### src/rtl/irq_agg_pkg.sv
package irq_agg_pkg;
  localparam int unsigned DEF_LINKS = 8;
  localparam int unsigned DEF_CAT_W = 6;
  localparam int unsigned DEF_GRP_W = 2;
  localparam int unsigned DEF_REG_W = 8;

  typedef enum logic [2:0] {
    CAT_CELL_LOSS  = 3'd0,
    CAT_FRAME_LOSS = 3'd1,
    CAT_DELAY_SYNC = 3'd2,
    CAT_ID_VIOL    = 3'd3,
    CAT_NEW_CTRL   = 3'd4,
    CAT_OVERFLOW   = 3'd5
  } link_cat_e;
endpackage

### src/rtl/irq_link_cell.sv
module irq_link_cell #(
  parameter int unsigned REG_W   = 8,
  parameter int unsigned CAT_W   = 6,
  parameter int unsigned GRP_W   = 2,
  parameter bit          HAS_GRP = 1'b0
) (
  input  logic             clk,
  input  logic             rst_n,
  input  logic [REG_W-1:0] evt,
  input  logic [REG_W-1:0] clr,
  input  logic             en_we,
  input  logic [REG_W-1:0] en_wdata,
  output logic [REG_W-1:0] stat,
  output logic [REG_W-1:0] en,
  output logic             pend
);
  localparam int unsigned USED_W = HAS_GRP ? (CAT_W + GRP_W) : CAT_W;
  localparam logic [REG_W-1:0] IMPL = REG_W'((1 << USED_W) - 1);

  logic [REG_W-1:0] evt_m, clr_m;
  assign evt_m = evt & IMPL;
  assign clr_m = clr & IMPL;

  always_ff @(posedge clk or negedge rst_n) begin
    if (!rst_n) begin
      stat <= '0;
      en   <= '0;
    end else begin
      stat <= (stat & ~clr_m) | evt_m;
      if (en_we) en <= en_wdata & IMPL;
    end
  end

  assign pend = |(stat & en);

  // a pulsed event is recorded on the next edge
  assert_set_R2: assert property (@(posedge clk) disable iff (!rst_n)
    (|evt_m) |=> ((stat & $past(evt_m)) == $past(evt_m)));
  // without event or clear the status holds
  assert_hold_R2: assert property (@(posedge clk) disable iff (!rst_n)
    (!(|evt_m) && !(|clr_m)) |=> $stable(stat));
  // a clear with no competing event empties the bit
  assert_clear_R3: assert property (@(posedge clk) disable iff (!rst_n)
    (|(clr_m & ~evt_m)) |=> ((stat & $past(clr_m & ~evt_m)) == '0));
endmodule

### src/rtl/irq_master.sv
module irq_master #(
  parameter int unsigned NUM_LINKS = 8
) (
  input  logic                 clk,
  input  logic                 rst_n,
  input  logic [NUM_LINKS-1:0] link_pend,
  input  logic                 men_we,
  input  logic [NUM_LINKS-1:0] men_wdata,
  output logic [NUM_LINKS-1:0] mstat,
  output logic [NUM_LINKS-1:0] men,
  output logic                 irq_n
);
  assign mstat = link_pend;

  always_ff @(posedge clk or negedge rst_n) begin
    if (!rst_n) begin
      men   <= '0;
      irq_n <= 1'b1;
    end else begin
      if (men_we) men <= men_wdata;
      irq_n <= ~|(mstat & men);
    end
  end

  // pin follows the gated summary one edge later
  assert_pin_R8: assert property (@(posedge clk) disable iff (!rst_n)
    1'b1 |=> (irq_n == !$past(|(mstat & men))));
endmodule

### src/rtl/irq_aggregator.sv
module irq_aggregator
  import irq_agg_pkg::*;
#(
  parameter int unsigned NUM_LINKS = DEF_LINKS,
  parameter int unsigned CAT_W     = DEF_CAT_W,
  parameter int unsigned GRP_W     = DEF_GRP_W,
  parameter int unsigned REG_W     = DEF_REG_W,
  localparam int unsigned ADDR_W   = $clog2(2 + 2 * NUM_LINKS)
) (
  input  logic                       clk,
  input  logic                       rst_n,
  input  logic [NUM_LINKS*CAT_W-1:0] link_evt,
  input  logic [GRP_W-1:0]           grp_evt,
  input  logic                       reg_wr,
  input  logic [ADDR_W-1:0]          reg_addr,
  input  logic [REG_W-1:0]           reg_wdata,
  output logic [REG_W-1:0]           reg_rdata,
  output logic                       irq_n
);
  localparam logic [ADDR_W-1:0] A_MSTAT = ADDR_W'(0);
  localparam logic [ADDR_W-1:0] A_MEN   = ADDR_W'(1);

  logic [REG_W-1:0]     stat_arr [NUM_LINKS];
  logic [REG_W-1:0]     en_arr   [NUM_LINKS];
  logic [NUM_LINKS-1:0] pend;
  logic [NUM_LINKS-1:0] mstat, men;

  for (genvar i = 0; i < NUM_LINKS; i++) begin : g_link
    localparam logic [ADDR_W-1:0] A_STAT = ADDR_W'(2 + 2 * i);
    localparam logic [ADDR_W-1:0] A_EN   = ADDR_W'(3 + 2 * i);
    logic [REG_W-1:0] evt_i;
    logic [REG_W-1:0] clr_i;

    if (i == 0) begin : g_grp
      always_comb begin
        evt_i = '0;
        evt_i[CAT_W-1:0] = link_evt[i*CAT_W +: CAT_W];
        evt_i[CAT_W +: GRP_W] = grp_evt;
      end
    end else begin : g_plain
      always_comb begin
        evt_i = '0;
        evt_i[CAT_W-1:0] = link_evt[i*CAT_W +: CAT_W];
      end
    end

    assign clr_i = (reg_wr && reg_addr == A_STAT) ? reg_wdata : '0;

    irq_link_cell #(
      .REG_W  (REG_W),
      .CAT_W  (CAT_W),
      .GRP_W  (GRP_W),
      .HAS_GRP(i == 0)
    ) u_cell (
      .clk     (clk),
      .rst_n   (rst_n),
      .evt     (evt_i),
      .clr     (clr_i),
      .en_we   (reg_wr && reg_addr == A_EN),
      .en_wdata(reg_wdata),
      .stat    (stat_arr[i]),
      .en      (en_arr[i]),
      .pend    (pend[i])
    );
  end

  irq_master #(.NUM_LINKS(NUM_LINKS)) u_master (
    .clk      (clk),
    .rst_n    (rst_n),
    .link_pend(pend),
    .men_we   (reg_wr && reg_addr == A_MEN),
    .men_wdata(reg_wdata[NUM_LINKS-1:0]),
    .mstat    (mstat),
    .men      (men),
    .irq_n    (irq_n)
  );

  always_comb begin
    reg_rdata = '0;
    if (reg_addr == A_MSTAT) reg_rdata[NUM_LINKS-1:0] = mstat;
    if (reg_addr == A_MEN)   reg_rdata[NUM_LINKS-1:0] = men;
    for (int i = 0; i < NUM_LINKS; i++) begin
      if (reg_addr == ADDR_W'(2 + 2 * i)) reg_rdata = stat_arr[i];
      if (reg_addr == ADDR_W'(3 + 2 * i)) reg_rdata = en_arr[i];
    end
  end

  // the summary bit reflects the enabled link status bit
  assert_sum_R5: assert property (@(posedge clk) disable iff (!rst_n)
    (reg_addr == ADDR_W'(2)) |-> (mstat[0] == |(reg_rdata & en_arr[0])));
  // a write to the summary address does not move the master enable
  assert_mwrite_R7: assert property (@(posedge clk) disable iff (!rst_n)
    (reg_wr && reg_addr == A_MSTAT) |=> $stable(men));
endmodule

### config.mk
export PLATFORM = sky130hd
export DESIGN_NAME = irq_aggregator
export DESIGN_NICKNAME = d
export VERILOG_FILES = /design/src/rtl/irq_agg_pkg.sv /design/src/rtl/irq_link_cell.sv /design/src/rtl/irq_master.sv /design/src/rtl/irq_aggregator.sv
export SDC_FILE = /design/constraint.sdc
export NUM_CORES = 1
export LEC_CHECK = 0
export CAP_MARGIN = 30
export CELL_PAD_IN_SITES_DETAIL_PLACEMENT = 1
export CELL_PAD_IN_SITES_GLOBAL_PLACEMENT = 2
export CORE_MARGIN = 4
export CORE_UTILIZATION = 38
export CTS_CLUSTER_DIAMETER = 80
export DETAILED_ROUTE_END_ITERATION = 6
export GPL_TIMING_DRIVEN = 0
export PLACE_DENSITY_LB_ADDON = 0.05
export SYNTH_ARGS = -nofsm -noshare
export SYNTH_HDL_FRONTEND = slang
export SYNTH_SLANG_ARGS = --single-unit
### constraint.sdc
create_clock -name clk -period 4.35 [get_ports clk]
set_input_delay 0.87 -clock clk [delete_from_list [all_inputs] [get_ports clk]]
set_output_delay 0.87 -clock clk [all_outputs]
set_load 0.02 [all_outputs]
Yosys cells after proc, flatten, opt, wreduce, memory -nomap -nowiden --
Cells that the tools add are included.
Cells by class: muxes and demuxes 26, reductions and logical operators 28, bitwise operators 33, eq/ne operators 17
Operator list (count):
- $mux 8 | 19
- $and 8x8->8 | 10
- $reduce_or 8->1 | 9
- $and 8x6->8 | 7
- $not 6->8 | 7
- $or 8x6->8 | 7
- $mux 6 | 7
- $eq 5x4->1 const B | 8
- $eq 5x3->1 const B | 4
- $logic_and 1x1->1 | 17
- $eq 5x2->1 const B | 2
- $eq 5x5->1 const B | 2
- $not 8->8 | 1
- $or 8x8->8 | 1
- $eq 5x1->1 const B | 1
- $logic_not 5->1 | 1
- $logic_not 1->1 | 1
Storage, ports and cells: register bits 123

Logic depth before layout (Yosys ltp) --
Gate-level depths: netlist of the first run.
word-level depth 20, depth in mapped cells 8, mapped depth without buffers 5

Modules after synthesis --
From an unflattened synthesis of the first run, not the netlist that was laid out.
Unflattened totals: cells, all modules 711, area total of the unflattened synthesis 7134.3 um^2
Modules (own cells, without submodules):
- irq_link_cell (g_link[1].u_cell ...) | cells each 40, area an instance 530.5 um^2, sequential area each 300.3 um^2, instances 7
- irq_aggregator | cells each 354, area an instance 2306.0 um^2, sequential area each 0.0 um^2, instances 1
- irq_link_cell (g_link[0].u_cell) | cells each 46, area an instance 658.1 um^2, sequential area each 400.4 um^2, instances 1
- irq_master | cells each 31, area an instance 456.7 um^2, sequential area each 226.5 um^2, instances 1

Worst setup path before layout of the first run --
No wires, ideal clock.
path kind input port to output port, start point in reg_addr[1], end point out reg_rdata[5], arrival 2.316 ns, slack 1.164 ns, required time 3.480 ns, cell stages on the path 7, cell sequence buf_2 buf_4 buf_4 o32ai_1 a31o_2 a221o_1 o22ai_1
On the way: word-level cells in the longest chain between the ends 19, elaborated cells between the ends (all ways) 36, those cells by class eq/ne (17); mux (18); reduce/logical (1)
RTL lines:
- start: declaration | RTL line irq_aggregator.sv:15 | input logic [ADDR_W-1:0] reg_addr,
- $logic_not 5->1 | RTL line irq_aggregator.sv:80 | if (reg_addr == A_MSTAT) reg_rdata[NUM_LINKS-1:0] = mstat;
- $mux 8 | RTL line irq_aggregator.sv:80
- $mux 8 | RTL line irq_aggregator.sv:81 | if (reg_addr == A_MEN) reg_rdata[NUM_LINKS-1:0] = men;
- $mux 8 | RTL line irq_aggregator.sv:83 | if (reg_addr == ADDR_W'(2 + 2 * i)) reg_rdata = stat_arr[i];
- $mux 8 | RTL line irq_aggregator.sv:84 | if (reg_addr == ADDR_W'(3 + 2 * i)) reg_rdata = en_arr[i];
- $mux 8 | RTL line irq_aggregator.sv:83
- $mux 8 | RTL line irq_aggregator.sv:84
- $mux 8 | RTL line irq_aggregator.sv:83
- [... 3 more ...]
- $mux 8 | RTL line irq_aggregator.sv:83
- $mux 8 | RTL line irq_aggregator.sv:84
- $mux 8 | RTL line irq_aggregator.sv:83
- $mux 8 | RTL line irq_aggregator.sv:84
- $mux 8 | RTL line irq_aggregator.sv:83
- $mux 8 | RTL line irq_aggregator.sv:84
- $mux 8 | RTL line irq_aggregator.sv:83
- $mux 8 * | RTL line irq_aggregator.sv:84
- end: declaration | RTL line irq_aggregator.sv:17 | output logic [REG_W-1:0] reg_rdata,
Every way passes the cells marked *; elsewhere a longest branch is shown, timed or not.

Worst setup path in the final report of the first run --
start point in reg_addr[4], end point out reg_rdata[1]
Same word-level chain as after synthesis.

==> results.json, run 1 <==
{
  "h_tree_levels": 3,
  "synth.avg_cell_area_sq_um": 10.98,
  "globalplace.congestion": 0.9304,
  "clock_power_share_pct": 31.0,
  "detailedPlacementHpwl_mm": 16.43,
  "swShare_pct": 30.18,
  "first_global_vias": 5153,
  "worst-endpoint-arrival_ns": 3.35,
  "syn-cell-area_sq_um": 5811,
  "combinational_cell_fraction_of_total_power_pct": 21.1,
  "yosysSeqAreaShare_pct": 46.96,
  "required_time_of_the_critical_path_ns": 3.48,
  "finalWorstPathRequiredPeriod_ns": 4.223,
  "grt_usage_pct": 26.28,
  "drt-initial-drc-count": 396,
  "insertion_delay_ns": 0.36,
  "cts_sinks": 109,
  "min-delay-path-class": "reg2reg",
  "status": "completed",
  "maximum_achievable_frequency_mhz": 236.8,
  "drt-total-wl_mm": 22.49,
  "asr_flop_ratio_synth_pct": 100.0,
  "timing_hold_violations_final": 0,
  "grt_max_degree": 61,
  "floorplan.io_pins": 75,
  "cts.reportedPaths.clkPinSlew_ns": 0.07,
  "route.detailed.drc": 0,
  "hold_slack_ns": 0.5126,
  "port-buffer-count": 64,
  "timing.setup.critical_path_class": "in2out",
  "synth-warning-count": 0,
  "yosysUniqueCellTypes": 67,
  "fin_nets": 671,
  "timing.critical_path.to_type": "output port",
  "placeableCoreArea_sq_um": 14750,
  "p_int_w": 0.001798,
  "timing_worst_slew_pin_value_ns": 0.8949,
  "synth-main-ff-cell": "sky130_fd_sc_hd__dfrtp_1",
  "clock_tree.root_cell": "sky130_fd_sc_hd__clkbuf_16",
  "synth-seq-cells": 109,
  "part_of_the_power_in_registers_pct": 47.9,
  "clockBufferDepth": 2,
  "post_cts_resized": 8,
  "cts-buffers-inserted": 9,
  "via_per_inst": 6.237,
  "finalClockSkew_ns": 0.007498,
  "drt_pass1_iterations": 5,
  "min_from": "g_link[6].u_cell.stat[5]",
  "grt_overflow": 0,
  "die_y_um": 131.7,
  "synth_nets": 595,
  "number_of_antenna_violating_nets_in_the_routed_design": 0,
  "antenna_found_initial": 0,
  "worstReg2RegStart": "g_link[4].u_cell.stat[2]",
  "startpoint_type": "input pin",
  "route.detailed.wl_per_inst_um": 28.36,
  "tritoncts": "built",
  "max_cap_violations": 0,
  "power.switching_w": 0.0007772,
  "crit_start": "reg_addr[4]",
  "flow.area_growth_from_synthesis_pct": 21.55,
  "fillers": 1610,
  "floorplan.initialDensity_pct": 39.38,
  "worst_ir_drop_vdd_v": 0.0002176,
  "min_period_over_period_pct": 97.08,
  "fp-row-count": 44,
  "post-cts-setup-buffers": 0,
  "worst_slew_margin_rel_pct": 40.34,
  "layout-drive-gt1-share_pct": 22.66,
  "power_density_nw_per_um2": 364.6,
  "routed-via-count": 4946,
  "synthCells": 529,
  "report.final.slew_viol_count": 0,
  "die_area_sq_um": 17330,
  "first_pass_grt_wire_length_mm": 34.04,
  "maximum_fanout_along_the_worst_path": 10,
  "post-route-util_pct": 47.87,
  "synth-edff-count": 0,
  "cellLeakagePower_nw": 2.682,
  "dieWidth_um": 131.7,
  "antenna_cells": 0,
  "report.final.setup_viol": 0,
  "postCtsHoldBufs": 0
}
[metrics by stage]
step           area [sq um]  worst slack [ns]  power (W)  cells  setup TNS [ns]
3_5_place_dp           6706           -0.3192   0.001784    778         -0.9601
2_1_floorplan          5811             1.164   0.001525    529               0
4_1_cts                7008          0.007129   0.002589    793               0
5_1_grt                7063         -0.008545   0.002694    793       -0.009617
6_report               7063            0.1272   0.002576    793               0
3_3_place_gp           6681            -1.904   0.001765    777         -206.22
[state kept, by name, summed over array words and instances, names as in the netlist]
signal,flops
u_master.irq_n,1
g_link.u_cell.stat,50
u_master.men,8
g_link.u_cell.en,50
[cell usage after synthesis (2+ instances only)]
cell type | count | area, sq um
sky130_fd_sc_hd__dfrtp_1 | 108 | 2703
sky130_fd_sc_hd__mux2_2 | 63 | 709.4
sky130_fd_sc_hd__nand2_1 | 59 | 221.5
sky130_fd_sc_hd__a21o_1 | 51 | 382.9
sky130_fd_sc_hd__a22oi_1 | 25 | 187.7
sky130_fd_sc_hd__clkbuf_1 | 16 | 60.06
sky130_fd_sc_hd__a221oi_1 | 12 | 105.1
sky130_fd_sc_hd__buf_2 | 12 | 60.06
sky130_fd_sc_hd__nor2b_1 | 11 | 68.82
sky130_fd_sc_hd__nor3_1 | 11 | 55.05
sky130_fd_sc_hd__nand3_1 | 10 | 50.05
sky130_fd_sc_hd__nor2_1 | 10 | 37.54
sky130_fd_sc_hd__o22ai_1 | 10 | 62.56
sky130_fd_sc_hd__nor2_2 | 9 | 56.30
sky130_fd_sc_hd__o21ai_0 | 7 | 35.03
sky130_fd_sc_hd__a21oi_1 | 6 | 30.03
sky130_fd_sc_hd__mux4_2 | 6 | 135.1
sky130_fd_sc_hd__nand2b_1 | 6 | 37.54
sky130_fd_sc_hd__a22o_1 | 5 | 43.79
sky130_fd_sc_hd__buf_4 | 5 | 37.54
sky130_fd_sc_hd__buf_6 | 5 | 56.30
sky130_fd_sc_hd__mux2i_1 | 5 | 50.05
sky130_fd_sc_hd__nand4_1 | 5 | 31.28
sky130_fd_sc_hd__and3_1 | 4 | 25.02
sky130_fd_sc_hd__inv_1 | 4 | 15.01
sky130_fd_sc_hd__o221ai_1 | 4 | 35.03
sky130_fd_sc_hd__a211oi_1 | 3 | 22.52
sky130_fd_sc_hd__a31oi_1 | 3 | 18.77
sky130_fd_sc_hd__nor2_4 | 3 | 33.78
sky130_fd_sc_hd__nor3b_1 | 3 | 22.52
sky130_fd_sc_hd__o211ai_1 | 3 | 22.52
sky130_fd_sc_hd__o311ai_0 | 3 | 26.28
sky130_fd_sc_hd__or3_1 | 3 | 18.77
sky130_fd_sc_hd__a2111o_1 | 2 | 22.52
sky130_fd_sc_hd__a211o_1 | 2 | 17.52
sky130_fd_sc_hd__a221o_1 | 2 | 20.02
sky130_fd_sc_hd__and2_1 | 2 | 12.51
sky130_fd_sc_hd__o32ai_1 | 2 | 17.52
[routing by layer]
layer | track usage, % | share of wire (%)
met5 | 0 | 0
met4 | 5.251 | 1.2
met3 | 6.804 | 6.8
met2 | 42.69 | 48
met1 | 35.78 | 44
[cell type report]
class,instances,area [sq um],share of cell area [%]
Clock buffer,11,242.7,3.437
Sequential cell,109,2729,38.64
Multi-Input combinational cell,375,2908,41.17
Timing Repair Buffer,65,674.4,9.548
Buffer,40,227.7,3.224
Tap cell,184,230.2,3.260
Clock inverter,4,32.53,0.4606
Inverter,5,18.77,0.2657
[worst max-delay path, stage by stage]
cell	delay (ns)
sky130_fd_sc_hd__clkdlybuf4s50_1	0.56
sky130_fd_sc_hd__clkbuf_4	0.28
sky130_fd_sc_hd__and4b_1	0.27
sky130_fd_sc_hd__clkbuf_1	0.22
sky130_fd_sc_hd__a22oi_1	0.20
sky130_fd_sc_hd__o22ai_1	0.11
sky130_fd_sc_hd__a31oi_1	0.30
sky130_fd_sc_hd__o211ai_1	0.19
sky130_fd_sc_hd__dlygate4sd2_1	0.36
[layout by cell type, fill, tap and decap left out, types with 3 or more instances in the layout]
cell type / synthesis / layout
sky130_fd_sc_hd__dfrtp_1: 108 / 108
sky130_fd_sc_hd__mux2_2: 63 / 63
sky130_fd_sc_hd__nand2_1: 59 / 59
sky130_fd_sc_hd__clkdlybuf4s50_1: 0 / 58
sky130_fd_sc_hd__a21o_1: 51 / 51
sky130_fd_sc_hd__a22oi_1: 25 / 25
sky130_fd_sc_hd__clkbuf_1: 16 / 15
sky130_fd_sc_hd__buf_2: 12 / 11
sky130_fd_sc_hd__nor2b_1: 11 / 11
sky130_fd_sc_hd__nand3_1: 10 / 10
sky130_fd_sc_hd__a221oi_1: 12 / 10
sky130_fd_sc_hd__nor2_1: 10 / 10
sky130_fd_sc_hd__nor3_1: 11 / 10
sky130_fd_sc_hd__o22ai_1: 10 / 10
sky130_fd_sc_hd__nor2_2: 9 / 9
sky130_fd_sc_hd__clkbuf_16: 0 / 9
sky130_fd_sc_hd__o21ai_0: 7 / 7
sky130_fd_sc_hd__buf_4: 5 / 6
sky130_fd_sc_hd__mux4_2: 6 / 6
sky130_fd_sc_hd__a21oi_1: 6 / 6
sky130_fd_sc_hd__nand2b_1: 6 / 6
sky130_fd_sc_hd__buf_6: 5 / 5
sky130_fd_sc_hd__a22o_1: 5 / 5
sky130_fd_sc_hd__nand4_1: 5 / 5
sky130_fd_sc_hd__mux2i_1: 5 / 5
sky130_fd_sc_hd__inv_1: 4 / 4
sky130_fd_sc_hd__o221ai_1: 4 / 4
sky130_fd_sc_hd__and3_1: 4 / 4
sky130_fd_sc_hd__dlymetal6s2s_1: 0 / 4
sky130_fd_sc_hd__clkbuf_2: 1 / 3
sky130_fd_sc_hd__or3_1: 3 / 3
sky130_fd_sc_hd__a31oi_1: 3 / 3
sky130_fd_sc_hd__o211ai_1: 3 / 3
sky130_fd_sc_hd__a211oi_1: 3 / 3
sky130_fd_sc_hd__nor2_4: 3 / 3
[path summary, 6_finish.rpt]
check,cells after the start,slack (ns),end
max in group asynchronous,2,3.02,u_master.irq_n
hold reg to reg,1,0.51,g_link[6].u_cell.stat[5]
setup reg to reg,5,2.46,u_master.irq_n
hold / removal,1,0.51,g_link[6].u_cell.stat[5]
min in group asynchronous,1,0.55,g_link[1].u_cell.stat[4]
setup / recovery,9,0.13,reg_rdata[1]
[logic make-up after synthesis]
kind of cell / share of synthesized area [%]
compound gates: 20.39
buf+inv: 4.156
flops: 46.96
mux: 15.40
simple gates: 13.09
[power by group through the flow]
stage / logic, W / registers (W) / clock network, W
global route: 0.000580 / 0.00124 / 0.000869
floorplan: 0.000315 / 0.00121 / 0
global placement: 0.000523 / 0.00124 / 0
detailed placement: 0.000535 / 0.00125 / 0
CTS: 0.000538 / 0.00123 / 0.000821
finish: 0.000544 / 0.00123 / 0.000799
Note: power is estimated with default switching activity, not from simulation.
==> run 2, diff against run 1 <==
--- a/config.mk
+++ b/config.mk
@@ -5,7 +5,7 @@
 export SDC_FILE = /design/constraint.sdc
 export NUM_CORES = 1
 export LEC_CHECK = 0
-export CAP_MARGIN = 30
+export CAP_MARGIN = 40
 export CELL_PAD_IN_SITES_DETAIL_PLACEMENT = 1
 export CELL_PAD_IN_SITES_GLOBAL_PLACEMENT = 2
 export CORE_MARGIN = 4
==> run 2 against run 1 <==
Sequential power about the same. Final cell count increased by 0.25%. First-iteration DRC count increased by 4.8%. Hold slack improved by 0.0076 ns. Largest cell class unchanged.
==> results.json, run 2 (same netlist as run 1, synthesis figures left out) <==
{
  "tritoncts": "built",
  "finish.cell_count_without_fillers": 795,
  "timing_hold_violations_final": 0,
  "startpoint_type": "input pin",
  "die_area_sq_um": 17330,
  "number_of_buffers_and_inverters_on_the_critical_path": 3,
  "max_cap_violations": 0,
  "die_y_um": 131.7,
  "number_of_antenna_violating_nets_in_the_routed_design": 0,
  "antenna_cells": 0,
  "detailedPlacementHpwl_mm": 16.57,
  "fin_nets": 672,
  "worst_path_dominant_cell_family": "buffers and inverters",
  "final_common_cell": "sky130_fd_sc_hd__dfrtp_1",
  "flow.area_growth_from_synthesis_pct": 22.11,
  "part_of_the_power_in_registers_pct": 46.4,
  "port-buffer-count": 64,
  "floorplan.initialDensity_pct": 39.38,
  "grt_usage_pct": 26.53,
  "floorplan.io_pins": 75,
  "post-cts-setup-buffers": 0,
  "drt-initial-drc-count": 415,
  "worst_slew_margin_rel_pct": 41.98,
  "cellLeakagePower_nw": 2.727,
  "report.final.setup_viol": 0,
  "swShare_pct": 30.53,
  "report.final.slew_viol_count": 0,
  "layout-drive-gt1-share_pct": 23.08,
  "timing.critical_path.to_type": "output port",
  "timing.setup.critical_path_class": "in2out",
  "placeableCoreArea_sq_um": 14750,
  "globalplace.congestion": 0.9304,
  "worst_ir_drop_vdd_v": 0.0001962,
  "postPlaceCellArea_sq_um": 6723,
  "grt_overflow": 0,
  "route.detailed.drc": 0,
  "clock_power_share_pct": 33.2,
  "number_of_placed_instances_with_taps_included": 780,
  "layout_setup_ws_ns": 0.3694,
  "final_area_sq_um": 7096,
  "min_period_over_period_pct": 91.51,
  "required_time_of_the_critical_path_ns": 3.48,
  "h_tree_levels": 3,
  "critical_path_max_stage_delay_ns": 0.63,
  "via_per_inst": 6.204,
  "p_int_w": 0.001850,
  "cts.reportedPaths.clkPinSlew_ns": 0.07,
  "grt_max_degree": 61,
  "finalClockSkew_ns": 0.008383,
  "antenna_found_initial": 0,
  "largest_registers": "g_link.u_cell.en x50, g_link.u_cell.stat x50, u_master.men x8",
  "routed-via-count": 4932,
  "first_pass_grt_wire_length_mm": 34.41,
  "status": "completed",
  "dieWidth_um": 131.7,
  "finalWorstPathRequiredPeriod_ns": 3.981,
  "first_global_vias": 5270,
  "timing_worst_slew_pin_value_ns": 0.8703,
  "drt_pass1_iterations": 7,
  "clockBufferDepth": 2,
  "drt-total-wl_mm": 22.60,
  "power.switching_w": 0.0008127,
  "fp-row-count": 44,
  "min-delay-path-class": "reg2reg",
  "route.detailed.wl_per_inst_um": 28.43,
  "clock_tree.root_cell": "sky130_fd_sc_hd__clkbuf_16",
  "postCtsHoldBufs": 0,
  "maximum_achievable_frequency_mhz": 251.2,
  "maximum_fanout_along_the_worst_path": 10,
  "final_cell_mix": "sky130_fd_sc_hd__dfrtp_1 (108), sky130_fd_sc_hd__mux2_2 (63), sky130_fd_sc_hd__nand2_1 (59)",
  "insertion_delay_ns": 0.37,
  "power_density_nw_per_um2": 375.2,
  "critical-path-slowest-cell": "sky130_fd_sc_hd__a2111oi_0",
  "cp_cell_sequence": "clkdlybuf4s50_1, clkbuf_4, nand2b_1, a2111oi_0, or3_1, a221o_1, o22ai_1, dlymetal6s2s_1",
  "rsz0062_at_grt": "false",
  "finalSetupTns_ns": 0,
  "cts_sinks": 109,
  "place_worst_setup_slack_ns": -0.3225,
  "cts-buffers-inserted": 9,
  "combinational_cell_fraction_of_total_power_pct": 20.5,
  "worst-endpoint-arrival_ns": 3.11
}
run 2: power groups by stage:
stage / logic (W) / registers, W / clock network, W
2_1_floorplan: 0.000315 / 0.00121 / 0
3_3_place_gp: 0.000523 / 0.00124 / 0
3_5_place_dp: 0.000536 / 0.00125 / 0
4_1_cts: 0.000541 / 0.00123 / 0.000900
5_1_grt: 0.000583 / 0.00125 / 0.000946
6_report: 0.000545 / 0.00123 / 0.000883
run 2: worst paths after layout:
path                            cells past startpoint  slack, ns                      from                        to
worst max-delay path                                8       0.37               reg_addr[4]              reg_rdata[5]
worst min-delay path                                1       0.52  g_link[1].u_cell.stat[5]  g_link[1].u_cell.stat[5]
worst max register to register                      5       2.31  g_link[4].u_cell.stat[2]            u_master.irq_n
worst min register to register                      1       0.52  g_link[1].u_cell.stat[5]  g_link[1].u_cell.stat[5]
max in group asynchronous                           2       3.06                     rst_n            u_master.irq_n
min in group asynchronous                           1       0.53                     rst_n  g_link[1].u_cell.stat[4]
run 2: final cells by class:
class	instances	area, sq um
clock buffers	9	225.2
clock inverters	7	80.08
repair buffers	67	699.4
flip-flops and latches	109	2729
plain buffers	39	224.0
well taps	184	230.2
multi-input cells	375	2889
fillers	1610	7659
inverters	5	18.77
run 2: timing repair:
| action | 4_1_cts | 5_1_grt |
|---|---|---|
| resized for setup | 7 | 15 |
| endpoints found under the setup margin | 5 | 6 |
| pin swaps | 0 | 1 |
run 2: routing by layer:
| layer | wire (um) | vias to the layer above | track usage [%] | part of all wire (%) |
|---|---|---|---|---|
| met5 | 0 | - | 0 | 0 |
| met4 | 402 | 0 | 6.768 | 1.8 |
| met3 | 1522 | 24 | 6.193 | 6.7 |
| met2 | 10610 | 181 | 42.61 | 47 |
| met1 | 10060 | 2578 | 36.36 | 45 |
| li1 | - | 2149 | - | - |
run 2: per-stage QoR:
step	utilization, %	power (W)	hold WS, ns
2_1_floorplan	-	0.001525	0.4644
3_3_place_gp	45.28	0.001765	0.4984
3_5_place_dp	45.56	0.001785	0.5036
4_1_cts	47.79	0.002671	0.5218
5_1_grt	48.09	0.002775	0.5416
6_report	48.09	0.002662	0.5202
==> run 3, diff against run 2 <==
--- a/config.mk
+++ b/config.mk
@@ -10,10 +10,12 @@
 export CELL_PAD_IN_SITES_GLOBAL_PLACEMENT = 2
 export CORE_MARGIN = 4
 export CORE_UTILIZATION = 38
+export CTS_BUF_LIST = sky130_fd_sc_hd__clkbuf_8
 export CTS_CLUSTER_DIAMETER = 80
 export DETAILED_ROUTE_END_ITERATION = 6
 export GPL_TIMING_DRIVEN = 0
 export PLACE_DENSITY_LB_ADDON = 0.05
+export SKIP_CTS_REPAIR_TIMING = 1
 export SYNTH_ARGS = -nofsm -noshare
 export SYNTH_HDL_FRONTEND = slang
 export SYNTH_SLANG_ARGS = --single-unit
==> run 3 against run 2 <==
Non-clock buffer count unchanged. Final cell count unchanged. Flip-flop and latch count is the same. Core utilization down 0.73 points. Fmax is 0.29% higher. Via count decreased by 0.51%. Global-route usage fell by 0.19 points. Clock-buffer cell count unchanged. Register-to-register slack better by 0.16 ns. Critical endpoint is now reg_rdata[1]. Largest cell class unchanged. Highest routed layer unchanged.
==> results.json, run 3 (same netlist as run 1, synthesis figures left out) <==
{
  "number_of_antenna_violating_nets_in_the_routed_design": 0,
  "die_y_um": 131.7,
  "globalplace.congestion": 0.9304,
  "worst-endpoint-arrival_ns": 3.10,
  "hold_slack_ns": 0.4984,
  "report.final.setup_viol": 0,
  "placeableCoreArea_sq_um": 14750,
  "final_common_cell": "sky130_fd_sc_hd__dfrtp_1",
  "critical_path_max_stage_delay_ns": 0.56,
  "grt_usage_pct": 26.34,
  "layout-drive-gt1-share_pct": 22.91,
  "first_pass_grt_wire_length_mm": 34.11,
  "number_of_buffers_and_inverters_on_the_critical_path": 3,
  "finalClockSkew_ns": 0.01626,
  "routed-via-count": 4907,
  "maximum_fanout_along_the_worst_path": 10,
  "finalWorstPathRequiredPeriod_ns": 3.969,
  "grt_max_degree": 61,
  "cp_cell_sequence": "clkdlybuf4s50_1, clkbuf_4, nor3b_2, a221oi_1, o22ai_1, a2111o_1, o211ai_1, dlymetal6s2s_1",
  "cts_sinks": 109,
  "post-route-util_pct": 47.36,
  "cellLeakagePower_nw": 2.678,
  "worst_slew_margin_rel_pct": 39.78,
  "via_per_inst": 6.172,
  "route.detailed.wl_per_inst_um": 28.36,
  "rsz0062_at_grt": "false",
  "insertion_delay_ns": 0.41,
  "h_tree_levels": 3,
  "grt_overflow": 0,
  "floorplan.initialDensity_pct": 39.38,
  "drt_pass1_iterations": 5,
  "first_global_vias": 5257,
  "route.detailed.drc": 0,
  "floorplan.io_pins": 75,
  "fp-row-count": 44,
  "fin_nets": 672,
  "startpoint_type": "input pin",
  "drt-total-wl_mm": 22.55,
  "flow.area_growth_from_synthesis_pct": 20.26,
  "antenna_found_initial": 0,
  "final_cell_mix": "sky130_fd_sc_hd__dfrtp_1 (108), sky130_fd_sc_hd__mux2_2 (63), sky130_fd_sc_hd__nand2_1 (59)",
  "critical_path_cell_count": 8,
  "min-delay-path-class": "in2async",
  "cts.reportedPaths.clkPinSlew_ns": 0.10,
  "worst_ir_drop_vdd_v": 0.0001781,
  "cts-buffers-inserted": 9,
  "timing.critical_path.to_type": "output port",
  "timing.setup.critical_path_class": "in2out",
  "max_cap_violations": 0,
  "port-buffer-count": 64,
  "ff2ff_path_depth": 5,
  "drt-initial-drc-count": 417,
  "largest_registers": "g_link.u_cell.en x50, g_link.u_cell.stat x50, u_master.men x8",
  "min_period_over_period_pct": 91.24,
  "timing_hold_violations_final": 0,
  "dieWidth_um": 131.7,
  "worst_path_dominant_cell_family": "buffers and inverters",
  "critical-path-slowest-cell": "sky130_fd_sc_hd__clkdlybuf4s50_1",
  "report.final.slew_viol_count": 0,
  "maximum_achievable_frequency_mhz": 251.9,
  "clock_tree.root_cell": "sky130_fd_sc_hd__clkbuf_8",
  "die_area_sq_um": 17330,
  "tritoncts": "built",
  "power_density_nw_per_um2": 350.5,
  "detailedPlacementHpwl_mm": 16.57,
  "required_time_of_the_critical_path_ns": 3.48,
  "status": "completed",
  "clockBufferDepth": 2,
  "antenna_cells": 0,
  "fillers": 1610,
  "timing_worst_slew_pin_value_ns": 0.9033
}
## run 3: power breakdown
group	internal [W]	total, W	switching, W
clock	0.000277	0.000672	0.000395
sequential	0.00113	0.00123	0.000108
combinational	0.000265	0.000543	0.000278
## run 3: stage by stage
stage | cell area (sq um) | total power, W | worst slack [ns] | TNS (ns) | std cells
2_1_floorplan | 5811 | 0.001525 | 1.164 | 0 | 529
5_1_grt | 6988 | 0.002565 | 0.2445 | 0 | 795
4_1_cts | 6927 | 0.002459 | -0.3262 | -1.046 | 796
3_5_place_dp | 6723 | 0.001785 | -0.3225 | -0.9663 | 780
3_3_place_gp | 6681 | 0.001765 | -1.904 | -206.22 | 777
6_report | 6988 | 0.002449 | 0.3809 | 0 | 795
## run 3: path summary, 6_finish.rpt
check | startpoint | to | slack, ns
max | reg_addr[4] | reg_rdata[1] | 0.38
min | rst_n | g_link[1].u_cell.stat[4] | 0.50
max reg2reg | g_link[4].u_cell.stat[2] | u_master.irq_n | 2.47
min reg2reg | g_link[1].u_cell.stat[5] | g_link[1].u_cell.stat[5] | 0.53
max in group asynchronous | rst_n | u_master.irq_n | 3.07
min in group clk | g_link[1].u_cell.stat[5] | g_link[1].u_cell.stat[5] | 0.53
## run 3: area by class of cell
type / count / area [sq um] / share of cell area (%)
clock buffers: 9 / 123.9 / 1.773
flip-flops and latches: 109 / 2729 / 39.05
well taps: 184 / 230.2 / 3.295
repair buffers: 67 / 699.4 / 10.01
inverters: 5 / 18.77 / 0.2686
plain buffers: 39 / 224.0 / 3.205
multi-input cells: 375 / 2883 / 41.25
clock inverters: 7 / 80.08 / 1.146
## run 3: layer usage
metal	vias to the layer above	GRT usage (%)	share of wire [%]
met4	0	6.359	1.7
met1	2577	36.38	46
met5	-	0	0
met2	167	42.09	46
met3	24	6.231	5.8
li1	2139	-	-
## run 3: worst register-to-register path, stage by stage, from the launching register on
cell	delay [ns]
sky130_fd_sc_hd__dfrtp_1	0.42
sky130_fd_sc_hd__a22o_1	0.24
sky130_fd_sc_hd__a221oi_1	0.55
sky130_fd_sc_hd__nand2_1	0.15
sky130_fd_sc_hd__a221oi_1	0.29
sky130_fd_sc_hd__and3_1	0.19
